## config.mk

```make
export PLATFORM = sky130hd
export DESIGN_NAME = hib_seq_ctrl
export DESIGN_NICKNAME = d
export VERILOG_FILES = /design/src/rtl/hib_pkg.sv /design/src/rtl/hib_sync.sv /design/src/rtl/hib_tick.sv /design/src/rtl/hib_seq_ctrl.sv
export SDC_FILE = /design/constraint.sdc
export NUM_CORES = 1
export LEC_CHECK = 0
export ABC_AREA = 1
export CAP_MARGIN = 20
export CORE_MARGIN = 2
export CORE_UTILIZATION = 53
export DETAILED_ROUTE_END_ITERATION = 16
export PLACE_DENSITY = 0.76
export SLEW_MARGIN = 20
export SYNTH_ARGS = -nofsm -noshare
export SYNTH_HDL_FRONTEND = slang
export SYNTH_SLANG_ARGS = --single-unit
```

## constraint.sdc

```tcl
create_clock -name clk -period 2.2 [get_ports clk]
set_clock_uncertainty 0.05 [all_clocks]
set_input_delay 0.33 -clock clk [delete_from_list [all_inputs] [get_ports clk]]
set_output_delay 0.33 -clock clk [all_outputs]
set_load 0.01 [all_outputs]
```

## src/rtl/hib_pkg.sv

```systemverilog
package hib_pkg;
   typedef enum logic [3:0] {
      S_READY, S_DRAIN, S_SLEEP,
      S_WCORE, S_SCORE, S_WAUX, S_SAUX, S_WBANK, S_SBANK,
      S_WINIT, S_WDONE, S_FAULT
   } hib_state_t;
endpackage

```

## src/rtl/hib_sync.sv

```systemverilog
module hib_sync #(
   parameter int W = 1,
   parameter int STAGES = 2,
   parameter logic [W-1:0] RST_VAL = '0
) (
   input  logic         clk,
   input  logic         rst_n,
   input  logic [W-1:0] d,
   output logic [W-1:0] q
);
   if (STAGES < 2) begin : g_bad
      $error("hib_sync needs at least two stages");
   end

   logic [W-1:0] stg [STAGES];

   for (genvar i = 0; i < STAGES; i++) begin : g_stage
      always_ff @(posedge clk or negedge rst_n) begin
         if (!rst_n) stg[i] <= RST_VAL;
         else if (i == 0) stg[i] <= d;
         else stg[i] <= stg[(i == 0) ? 0 : i-1];
      end
   end

   assign q = stg[STAGES-1];
endmodule

```

## src/rtl/hib_tick.sv

```systemverilog
module hib_tick #(
   parameter int CW = 8
) (
   input  logic          clk,
   input  logic          rst_n,
   input  logic          clr,
   output logic [CW-1:0] cnt
);
   if (CW < 2) begin : g_bad
      $error("hib_tick width too small");
   end

   always_ff @(posedge clk or negedge rst_n) begin
      if (!rst_n) cnt <= '0;
      else if (clr) cnt <= '0;
      else if (cnt != '1) cnt <= cnt + 1'b1;
   end
endmodule

```

## src/rtl/hib_seq_ctrl.sv

```systemverilog
module hib_seq_ctrl
   import hib_pkg::*;
#(
   parameter int NB = 4,
   parameter int SETTLE = 4,
   parameter int TMO = 200,
   parameter int SYNC = 2
) (
   input  logic          clk,
   input  logic          rst_n,
   input  logic          sleep_req,
   input  logic          wake_req,
   input  logic          pg_core,
   input  logic          pg_aux,
   input  logic [NB-1:0] pg_bank,
   input  logic [NB-1:0] bank_off_ok,
   input  logic          init_st,
   input  logic          done_st,
   output logic          en_core,
   output logic          en_aux,
   output logic [NB-1:0] en_bank,
   output logic          prog_n,
   output logic          asleep,
   output logic          ready,
   output logic          fault
);
   localparam int LIM = (SETTLE > TMO) ? SETTLE : TMO;
   localparam int CW  = $clog2(LIM + 1) + 1;
   localparam int SW  = 2*NB + 4;
   localparam logic [SW-1:0] SRST = {{NB{1'b0}}, {NB{1'b1}}, 4'b1111};

   if (NB < 1) begin : g_bad_nb
      $error("NB must be at least 1");
   end
   if (SETTLE < 1) begin : g_bad_settle
      $error("SETTLE must be at least 1");
   end
   if (TMO <= SETTLE) begin : g_bad_tmo
      $error("TMO must exceed SETTLE");
   end

   logic [SW-1:0] raw_v, syn_v;
   logic          core_s, aux_s, init_s, done_s;
   logic [NB-1:0] pgb_s, bok_s;

   assign raw_v = {bank_off_ok, pg_bank, done_st, init_st, pg_aux, pg_core};

   hib_sync #(.W(SW), .STAGES(SYNC), .RST_VAL(SRST)) u_sync (
      .clk(clk), .rst_n(rst_n), .d(raw_v), .q(syn_v)
   );

   assign core_s = syn_v[0];
   assign aux_s  = syn_v[1];
   assign init_s = syn_v[2];
   assign done_s = syn_v[3];
   assign pgb_s  = syn_v[4 +: NB];
   assign bok_s  = syn_v[4+NB +: NB];

   hib_state_t    state, state_d;
   logic [CW-1:0] cnt;
   logic          settled, expired, pend;
   logic [NB-1:0] off_mask;

   hib_tick #(.CW(CW)) u_tick (
      .clk(clk), .rst_n(rst_n), .clr(state_d != state), .cnt(cnt)
   );

   assign settled = (cnt >= CW'(SETTLE - 1));
   assign expired = (cnt >= CW'(TMO - 1));

   always_comb begin
      state_d = state;
      unique case (state)
         S_READY: if (sleep_req || pend) state_d = S_DRAIN;
         S_DRAIN: if (!init_s && !done_s) state_d = S_SLEEP;
                  else if (expired) state_d = S_FAULT;
         S_SLEEP: if (wake_req && !core_s && !aux_s) state_d = S_WCORE;
         S_WCORE: if (core_s) state_d = S_SCORE;
                  else if (expired) state_d = S_FAULT;
         S_SCORE: if (settled) state_d = S_WAUX;
         S_WAUX:  if (aux_s) state_d = S_SAUX;
                  else if (expired) state_d = S_FAULT;
         S_SAUX:  if (settled) state_d = (|off_mask) ? S_WBANK : S_WINIT;
         S_WBANK: if (&pgb_s) state_d = S_SBANK;
                  else if (expired) state_d = S_FAULT;
         S_SBANK: if (settled) state_d = S_WINIT;
         S_WINIT: if (init_s) state_d = S_WDONE;
                  else if (expired) state_d = S_FAULT;
         S_WDONE: if (done_s) state_d = S_READY;
                  else if (expired) state_d = S_FAULT;
         default: state_d = S_FAULT;
      endcase
   end

   always_ff @(posedge clk or negedge rst_n) begin
      if (!rst_n) begin
         state    <= S_READY;
         en_core  <= 1'b1;
         en_aux   <= 1'b1;
         en_bank  <= '1;
         prog_n   <= 1'b1;
         off_mask <= '0;
         pend     <= 1'b0;
      end else begin
         state <= state_d;
         if (state >= S_WCORE && state <= S_WDONE && sleep_req) pend <= 1'b1;
         if (state == S_READY && state_d == S_DRAIN) begin
            prog_n <= 1'b0;
            pend   <= 1'b0;
         end
         if (state == S_DRAIN && state_d == S_SLEEP) begin
            en_core  <= 1'b0;
            en_aux   <= 1'b0;
            en_bank  <= ~bok_s;
            off_mask <= bok_s;
         end
         if (state == S_SLEEP && state_d == S_WCORE) en_core <= 1'b1;
         if (state == S_SCORE && state_d == S_WAUX)  en_aux  <= 1'b1;
         if (state == S_SAUX  && state_d == S_WBANK) en_bank <= '1;
         if (state != S_WINIT && state_d == S_WINIT) prog_n  <= 1'b1;
         if (state_d == S_FAULT) prog_n <= 1'b0;
      end
   end

   assign asleep = (state == S_SLEEP);
   assign ready  = (state == S_READY);
   assign fault  = (state == S_FAULT);


   rails_after_prog_chk: assert property (@(posedge clk) disable iff (!rst_n)
      $fell(en_core) |-> !prog_n);

   aux_after_core_chk: assert property (@(posedge clk) disable iff (!rst_n)
      $rose(en_aux) |-> (en_core && core_s));

   bank_last_chk: assert property (@(posedge clk) disable iff (!rst_n)
      (|(en_bank & ~$past(en_bank))) |-> (en_aux && aux_s && core_s));

   prog_release_chk: assert property (@(posedge clk) disable iff (!rst_n)
      $rose(prog_n) |-> (en_core && en_aux && (&en_bank)));

   ready_cfg_chk: assert property (@(posedge clk) disable iff (!rst_n)
      $rose(ready) |-> (done_s && init_s && prog_n));

   fault_hold_chk: assert property (@(posedge clk) disable iff (!rst_n)
      fault |=> (fault && !prog_n && !ready));
endmodule

```

# ---- Word level (Yosys, flattened, before mapping)
# Cells that the tools add are included.
dict set report totals {
  regBits 49
  in_bits 16
}
dict set report classes {
  n_addsub 1
  magnitude_cmp 4
  eq_ne 21
  muxes 26
  bitwise_logic 1
  reduce_logical 25
}
# cell count
set op_table {}
lappend op_table {{two-way mux 4 bit} 15}
lappend op_table {{one-hot mux 4 bit (11 select lines)} 1}
lappend op_table {{equality test 4 x 3 -> 1 bit (second input constant)} 6}
lappend op_table {{equality test 4 bit (second input constant)} 6}
lappend op_table {{two-way mux 9 bit} 2}
lappend op_table {{equality test 4 x 2 -> 1 bit (second input constant)} 4}
lappend op_table {{logical AND 1 bit} 11}
lappend op_table {{nonzero test 2 bit} 5}
lappend op_table {{adder 9 x 1 -> 9 bit (second input constant)} 1}
lappend op_table {{greater-or-equal comparator 9 x 2 -> 1 bit (second input constant)} 1}
lappend op_table {{greater-or-equal comparator 9 x 8 -> 1 bit (second input constant)} 1}
lappend op_table {{!= test 9 bit (second input constant)} 1}
lappend op_table {{equality test 4 x 1 -> 1 bit (second input constant)} 2}
lappend op_table {{two-way mux 1 bit} 8}
lappend op_table {{greater-or-equal comparator 4 x 2 -> 1 bit (second input constant)} 1}
lappend op_table {{<= comparator 4 bit (second input constant)} 1}
lappend op_table {{zero test 1 bit} 4}
lappend op_table {{zero test 4 bit} 1}
lappend op_table {{!= test 4 bit} 1}
lappend op_table {{!= test 4 bit (second input constant)} 1}
lappend op_table {{inverter 4 bit} 1}
lappend op_table {{AND reduction 4 bit} 1}
lappend op_table {{OR reduction 4 bit} 1}
lappend op_table {{nonzero test 3 bit} 1}
lappend op_table {{logical OR 1 bit} 1}

# ---- Depth between registers and ports, before layout
# Gate-level depths: netlist of run 1.
dict set report logic_depth {
  depth_word 10
  mapped_depth 16
}

# ---- Modules after synthesis
# From an unflattened synthesis of run 1, not the netlist that was laid out.
dict set report unflattened {
  cells_unflattened 300
  hier_area_um2 2386.0
}
# module instances cells_each area_each_um2 seq_area_each_um2
set by_module_without_submodules {}
lappend by_module_without_submodules {hib_seq_ctrl 1 201 1173.6 409.1}
lappend by_module_without_submodules {hib_sync 1 36 710.7 620.6}
lappend by_module_without_submodules {hib_tick 1 63 501.7 225.2}

# ---- Worst setup path after synthesis of run 1
# No wires, ideal clock.
dict set report synth_path {
  kind {reg2reg}
  start {register u_tick.cnt[0]}
  end {register u_tick.cnt[7]}
  setup_ns 0.121
  arrival_ns 1.790
  path_slack_ns 0.239
  stages_incl_launch_ff 12
  n_path_buf 1
  period_less_slack_ns 1.961
  cell_sequence {dfrtp_1 > ha_1 > nand2_1 > nor4_1 > ha_1 > clkbuf_1 > nor2_1 > inv_1 > nor3_1 > nand2_1 > xor2_1 > nor2_1}
}
dict set report synth_between {
  elab_chain_len 6
}
# item line
set synth_lines {}
lappend synth_lines {{start, declared} hib_tick.sv:7} ;# output logic [CW-1:0] cnt
lappend synth_lines {{start signal, assigned} hib_tick.sv:16} ;# else if (cnt != '1) cnt <= cnt + 1'b1;
lappend synth_lines {{greater-or-equal comparator 9 x 8 -> 1 bit} hib_seq_ctrl.sv:69} ;# assign expired = (cnt >= CW'(TMO - 1));
lappend synth_lines {{two-way mux 4 bit} -}
lappend synth_lines {{two-way mux 4 bit (tied with other cells)} hib_seq_ctrl.sv:89} ;# S_WDONE: if (done_s) state_d = S_READY;
lappend synth_lines {{one-hot mux 4 bit (11 select lines)} hib_seq_ctrl.sv:73} ;# unique case (state)
lappend synth_lines {{!= test 4 bit} hib_seq_ctrl.sv:65} ;# .clk(clk), .rst_n(rst_n), .clr(state_d != state), .cnt(cnt)
lappend synth_lines {{two-way mux 9 bit / nonzero test 2 bit (equally long branches)} -}
# Parallel ways exist; a longest one is shown, timed or not. The select of a mux whose other input is x is not followed.
# A chain may end at the register's enable or synchronous reset.

# ---- Worst setup path in the final report of run 1
dict set report layout_path {
  start {register state[2]}
  end {output fault}
}
dict set report layout_between {
  elab_chain_len 1
}
# item line
set layout_lines {}
lappend layout_lines {{start, declared} hib_seq_ctrl.sv:59} ;# hib_state_t state, state_d;
lappend layout_lines {{start signal, assigned} hib_seq_ctrl.sv:105} ;# state <= state_d;
lappend layout_lines {{equality test 4 bit} hib_seq_ctrl.sv:127} ;# assign fault = (state == S_FAULT);
lappend layout_lines {{end, declared} hib_seq_ctrl.sv:25} ;# output logic fault
# Every way passes these cells.

==> impl_metrics.py, run 1 <==
metrics = {
    "yosys": {
        "synth_top_area_cell": "dfrtp_1",
        "ys_async_sr_fraction_pct": 100.0,
        "ys_types": 32,
        "synthSimpleGateAreaFrac_pct": 29.42,
        "synth_area_leaders": "dfrtp_1, dfstp_2, nand2_1",
        "yosys-mux-area-fraction_pct": 0.4415,
        "ys_seq_elements": 49,
        "synth.cell_area_um2": 2267,
        "ys_seq_area_share_pct": 55.35,
        "synth_fa_ha_area_share_pct": 1.104,
        "syn_nets": 280,
        "netlist_instances": 262,
        "synth_top_family_by_area": "simple AND/OR/NAND/NOR gates",
        "synth_compound_area_share_pct": 6.678,
        "synth_area_per_cell_um2": 8.653,
        "synth-edff-count": 0,
        "ys_warn_count": 0,
        "synth_xor_area_share_pct": 1.545,
        "synth_top_cell_area_share_pct": 28.70,
        "synth_ff_type": "dfrtp_1",
    },
    "clock_tree": {
        "cts_hold_buf": 0,
        "path_clk_slew_ps": 90,
        "cts.root.buffer_cell": "clkbuf_8",
        "cts_sinks": 49,
        "cts_setup_buffers": 0,
        "clk_path_buf_depth": 2,
        "clk_latency_ps": 300,
        "htreeDepth": 2,
        "cts_tree": "yes",
        "cts_made_buffers": 5,
    },
    "timing": {
        "slew_violations": 0,
        "slew_headroom_pct": 61.63,
        "fin_crit_sh_pct": 96.20,
        "whs_ps": 47.42,
        "hold_viol": 0,
        "rsz0062_at_grt": "true",
        "setup-violations-final": 0,
        "max_freq_mhz": 472.5,
        "min_period_ps": 2116,
        "tightest_slew_ps": 575.6,
    },
    "layout": {
        "final_cell_mix": "nand2_1, nor2_1, clkdlybuf4s50_1, dfrtp_1, dfstp_2",
        "multi_input_area_um2": 933.4,
        "stdcell_count": 360,
        "layout-drive-gt1-share_pct": 25.16,
        "seqCellArea_um2": 1257,
        "diodes": 0,
        "fill_cells": 330,
        "syn_to_final_growth_pct": 25.44,
        "final_common_cell": "nand2_1",
        "utilization_pct": 70.09,
        "nNetsFinal": 327,
    },
    "worst_setup_path": {
        "cp.required_ps": 1820,
        "crit_path_end_kind": "output pin",
        "cpMaxStageDelayCell": "clkdlybuf4s50_1",
        "worstSetupPathType": "reg -> out",
        "cp_max_fo": 6,
        "cp_data_arrival_time_ps": 1740,
        "worstRegToRegCells": 13,
        "slowest_delay_ps": 540,
        "worstPathCellList": "inv_2 -> nand2_1 -> buf_4 -> nor2_1 -> clkdlybuf4s50_1",
        "cp-start-kind": "flop",
    },
    "floorplanning": {
        "die_x_um": 69.41,
        "core_um2": 4058,
        "die_h_um": 69.41,
        "dieArea_um2": 4817,
        "num_rows": 23,
        "num_io_pins": 26,
        "start_util_pct": 55.87,
    },
    "min_path": {
        "min_path_type": "in -> async",
    },
    "drt": {
        "vias": 1924,
        "wl_per_cell_um": 13.08,
        "drc": 0,
        "routed_wl_um": 4707,
        "drt_iter0_markers": 197,
        "first_pass_iters": 5,
        "vias_per_cell": 5.344,
        "ant_nets": 0,
    },
    "place": {
        "place_congestion": 1.004,
        "numPortBuffers": 25,
        "place_inst": 351,
        "dpl.hpwl_um": 3512,
    },
    "power": {
        "leakage_uw": 0.001384,
        "peakVddDrop_mv": 0.7915,
        "finalPower_uw": 3570,
        "p_per_area_nw_per_um2": 1255,
    },
    "global_routing": {
        "grt_pass1_wl_um": 8038,
        "antenna_found_initial": 0,
        "grt.total_usage_pct": 20.60,
        "overflow": 0,
        "grt_pass1_vias": 1860,
        "grt_max_degree": 50,
    },
    "run": {
        "cap_violations": 0,
    },
    "run_status": {
        "status": "complete, no violations",
    },
}
==> flip-flops by register name, indices dropped and copies added, names as in the netlist <==
signal      flops
prog_n          1
en_aux          1
en_bank         4
u_sync.stg     12
pend            1
off_mask        4
state           4
en_core         1
u_sync.q       12
u_tick.cnt      9
==> report_power, final <==
group          total (µW)  switching (µW)  leakage [µW]  internal [µW]
logic                1670             989      0.000753            683
clock network         649             303     0.0000591            347
registers            1250             135      0.000571           1110
total                3570            1430       0.00138           2140
==> worst paths after layout <==
check | slack, ps | endpoint | startpoint
max in group asynchronous | 1620 | state[3] | rst_n
min | 50 | state[2] | rst_n
min in group clk | 300 | u_sync.q[10] | u_sync.stg[22]
max | 80 | fault | state[2]
min reg2reg | 300 | u_sync.q[10] | u_sync.stg[22]
max reg2reg | 130 | u_tick.cnt[4] | u_tick.cnt[0]
==> kinds of logic (layout without fill, tap and decap cells) <==
| logic type | after synthesis | in the layout |
|---|---|---|
| AND/OR/NAND/NOR | 150 | 151 |
| flip-flops | 49 | 49 |
| buffers and inverters | 30 | 77 |
| AO/OA/AOI/OAI | 26 | 26 |
| XOR/XNOR | 4 | 4 |
| adder cells (fa/ha/maj) | 2 | 2 |
| multiplexers | 1 | 1 |
==> cell type report <==
type	count	share of cell area (%)
sequential	49	44.21
tap	50	2.200
clock buffer	5	2.420
inverter	27	3.564
multi-input combinational	184	32.82
clock inverter	3	1.672
timing repair buffer	42	13.11
==> metal layers <==
| layer | vias to the layer above | routed length [µm] | global-route usage, % |
|---|---|---|---|
| met5 | - | 0 | 0 |
| met4 | 0 | 121 | 6.536 |
| met3 | 16 | 355 | 3.779 |
| met2 | 97 | 2156 | 32.91 |
| met1 | 882 | 2074 | 28.65 |
| li1 | 929 | - | - |
==> through the flow <==
stage,area (µm²),setup TNS [ps],setup slack (ps)
CTS,2801,0,17.15
global route,2844,-310.1,-58.89
detailed placement,2680,0,54.33
finish,2844,0,83.63
floorplan,2267,0,239.4
global placement,2680,0,89.23
==> cell usage after synthesis (2+ instances only) <==
| library cell | instances |
|---|---|
| nand3_1 | 20 |
| o21ai_2 | 2 |
| nor2_1 | 41 |
| inv_2 | 5 |
| xor2_1 | 2 |
| o21ai_1 | 3 |
| nor3_1 | 5 |
| inv_1 | 22 |
| nand2_1 | 64 |
| dfstp_2 | 23 |
| ha_1 | 2 |
| o211ai_1 | 3 |
| dfrtp_1 | 26 |
| o21ai_0 | 13 |
| xnor2_1 | 2 |
| nand2_2 | 3 |
| nand3_2 | 3 |
| nor2_2 | 6 |
| a21oi_1 | 2 |
| nand4_1 | 3 |
==> timing repair <==
item	CTS	global route
gates resized for setup	1	13
setup endpoints to repair	1	20
pin swaps	0	2
gates cloned	0	1
==> worst max-delay path: cells and delay by family (launching register included) <==
| family | cells | cell delay, ps |
|---|---|---|
| buffers and inverters | 3 | 810 |
| DFF | 1 | 480 |
| and+or+nand+nor | 2 | 150 |
Note: power is estimated with default switching activity, not from simulation.
==> run 2, diff against run 1 <==
Settings changed: TNS_END_PERCENT set to 10.
==> impl_metrics.py, run 2 (synthesis gave the netlist of run 1 again) <==
metrics = {
    "run_status": {
        "status": "complete, no violations",
    },
    "drt": {
        "vias": 1898,
        "drt_iter0_markers": 188,
        "routed_wl_um": 4665,
        "ant_nets": 0,
        "drc": 0,
        "first_pass_iters": 4,
        "vias_per_cell": 5.272,
        "wl_per_cell_um": 12.96,
    },
    "power": {
        "leakage_uw": 0.001384,
        "peakVddDrop_mv": 0.7913,
        "seq_power_share_pct": 35.0,
        "internal_power_uw": 2143,
        "clkPwrFrac_pct": 18.2,
        "finalPower_uw": 3566,
        "swShare_pct": 39.90,
        "power.share.combinational_pct": 46.8,
        "p_per_area_nw_per_um2": 1254,
        "p_switching_uw": 1423,
    },
    "global_routing": {
        "grt.total_usage_pct": 20.60,
        "grt_pass1_wl_um": 8038,
        "antenna_found_initial": 0,
        "grt_pass1_vias": 1860,
        "overflow": 0,
        "grt_max_degree": 50,
    },
    "layout": {
        "nNetsFinal": 327,
        "syn_to_final_growth_pct": 25.44,
        "layout-drive-gt1-share_pct": 25.16,
        "fill_cells": 330,
        "diodes": 0,
        "final_common_cell": "nand2_1",
        "final_cell_mix": "nand2_1, nor2_1, clkdlybuf4s50_1, dfrtp_1, dfstp_2",
    },
    "floorplanning": {
        "num_rows": 23,
        "core_um2": 4058,
        "dieArea_um2": 4817,
        "start_util_pct": 55.87,
        "num_io_pins": 26,
        "die_h_um": 69.41,
        "die_x_um": 69.41,
    },
    "worst_setup_path": {
        "cp-start-kind": "flop",
        "slowest_delay_ps": 540,
        "cp_data_arrival_time_ps": 1730,
        "cp.required_ps": 1820,
        "cp_max_fo": 6,
        "worstPathCellList": "inv_2 -> nand2_1 -> buf_4 -> nor2_1 -> clkdlybuf4s50_1",
        "worstSetupPathType": "reg -> out",
        "crit_path_end_kind": "output pin",
        "cpMaxStageDelayCell": "clkdlybuf4s50_1",
        "worstRegToRegCells": 13,
    },
    "clock_tree": {
        "path_clk_slew_ps": 90,
        "cts_made_buffers": 5,
        "cts.root.buffer_cell": "clkbuf_8",
        "clk_path_buf_depth": 2,
        "htreeDepth": 2,
        "cts_sinks": 49,
        "cts_tree": "yes",
        "clk_latency_ps": 300,
    },
    "timing": {
        "tightest_slew_ps": 575.0,
        "slew_headroom_pct": 61.67,
        "rsz0062_at_grt": "true",
        "setup-violations-final": 0,
        "slew_violations": 0,
        "whs_ps": 47.06,
        "min_period_ps": 2114,
        "max_freq_mhz": 472.9,
        "hold_viol": 0,
        "fin_crit_sh_pct": 96.11,
    },
    "min_path": {
        "min_path_type": "in -> async",
    },
    "place": {
        "place_congestion": 1.004,
        "numPortBuffers": 25,
        "dpl.hpwl_um": 3512,
    },
    "run": {
        "cap_violations": 0,
    },
}
-- run 2: cell counts in the layout (fill, tap and decap cells not counted) --
Identical to the previous run, type by type.
-- run 2: layout make-up --
class,instances,area [µm²],share of cell area (%)
flip-flops and latches,49,1257,44.21
well taps,50,62.56,2.200
clock inverters,3,47.55,1.672
multi-input cells,184,933.4,32.82
inverters,27,101.3,3.564
clock buffers,5,68.82,2.420
repair buffers,42,372.9,13.11
-- run 2: worst paths after layout --
check                          startpoint             to  slack, ps
min                                 rst_n       state[2]         50
max                              state[2]          fault         90
min in group clk           u_sync.stg[22]   u_sync.q[10]        300
max in group asynchronous           rst_n       state[3]       1620
max reg2reg                 u_tick.cnt[0]  u_tick.cnt[4]        130
min reg2reg                u_sync.stg[22]   u_sync.q[10]        300
-- run 2: power by group through the flow --
stage	clock (µW)	sequential (µW)	combinational, µW
after global placement	0	1250	1480
after detailed placement	0	1250	1500
after CTS	671	1240	1510
after global routing	707	1270	1850
final	649	1250	1670
after floorplan	0	1240	925
-- run 2: critical path: cells and delay by family (launching register included) --
family	cells	cell delay, ps
buf+inv	3	810
flops	1	480
simple gates	2	150
-- run 2: metal layers --
metal / GRT usage [%] / up-vias / routed length [µm]
met4: 6.536 / 0 / 116
met3: 3.779 / 14 / 340
met1: 28.65 / 874 / 2050
li1: - / 932 / -
met2: 32.91 / 78 / 2157
met5: 0 / - / 0
-- run 2: timing repair --
| action | CTS | global route |
|---|---|---|
| hold buffers | 0 | 0 |
| endpoints found under the setup margin | 1 | 20 |
| cloned | 0 | 1 |
| gates resized for setup | 1 | 13 |
| buffers inserted | 0 | 0 |
| pin swaps | 0 | 2 |
-- run 2: per-stage QoR --
stage / util, % / area, µm² / setup WS (ps) / std cells / setup TNS [ps]
finish: 70.09 / 2844 / 85.59 / 360 / 0
global route: 70.09 / 2844 / -58.89 / 360 / -310.1
CTS: 69.04 / 2801 / 17.15 / 359 / 0
detailed placement: 66.05 / 2680 / 54.33 / 351 / 0
global placement: 66.05 / 2680 / 89.23 / 351 / 0
floorplan: - / 2267 / 239.4 / 262 / 0
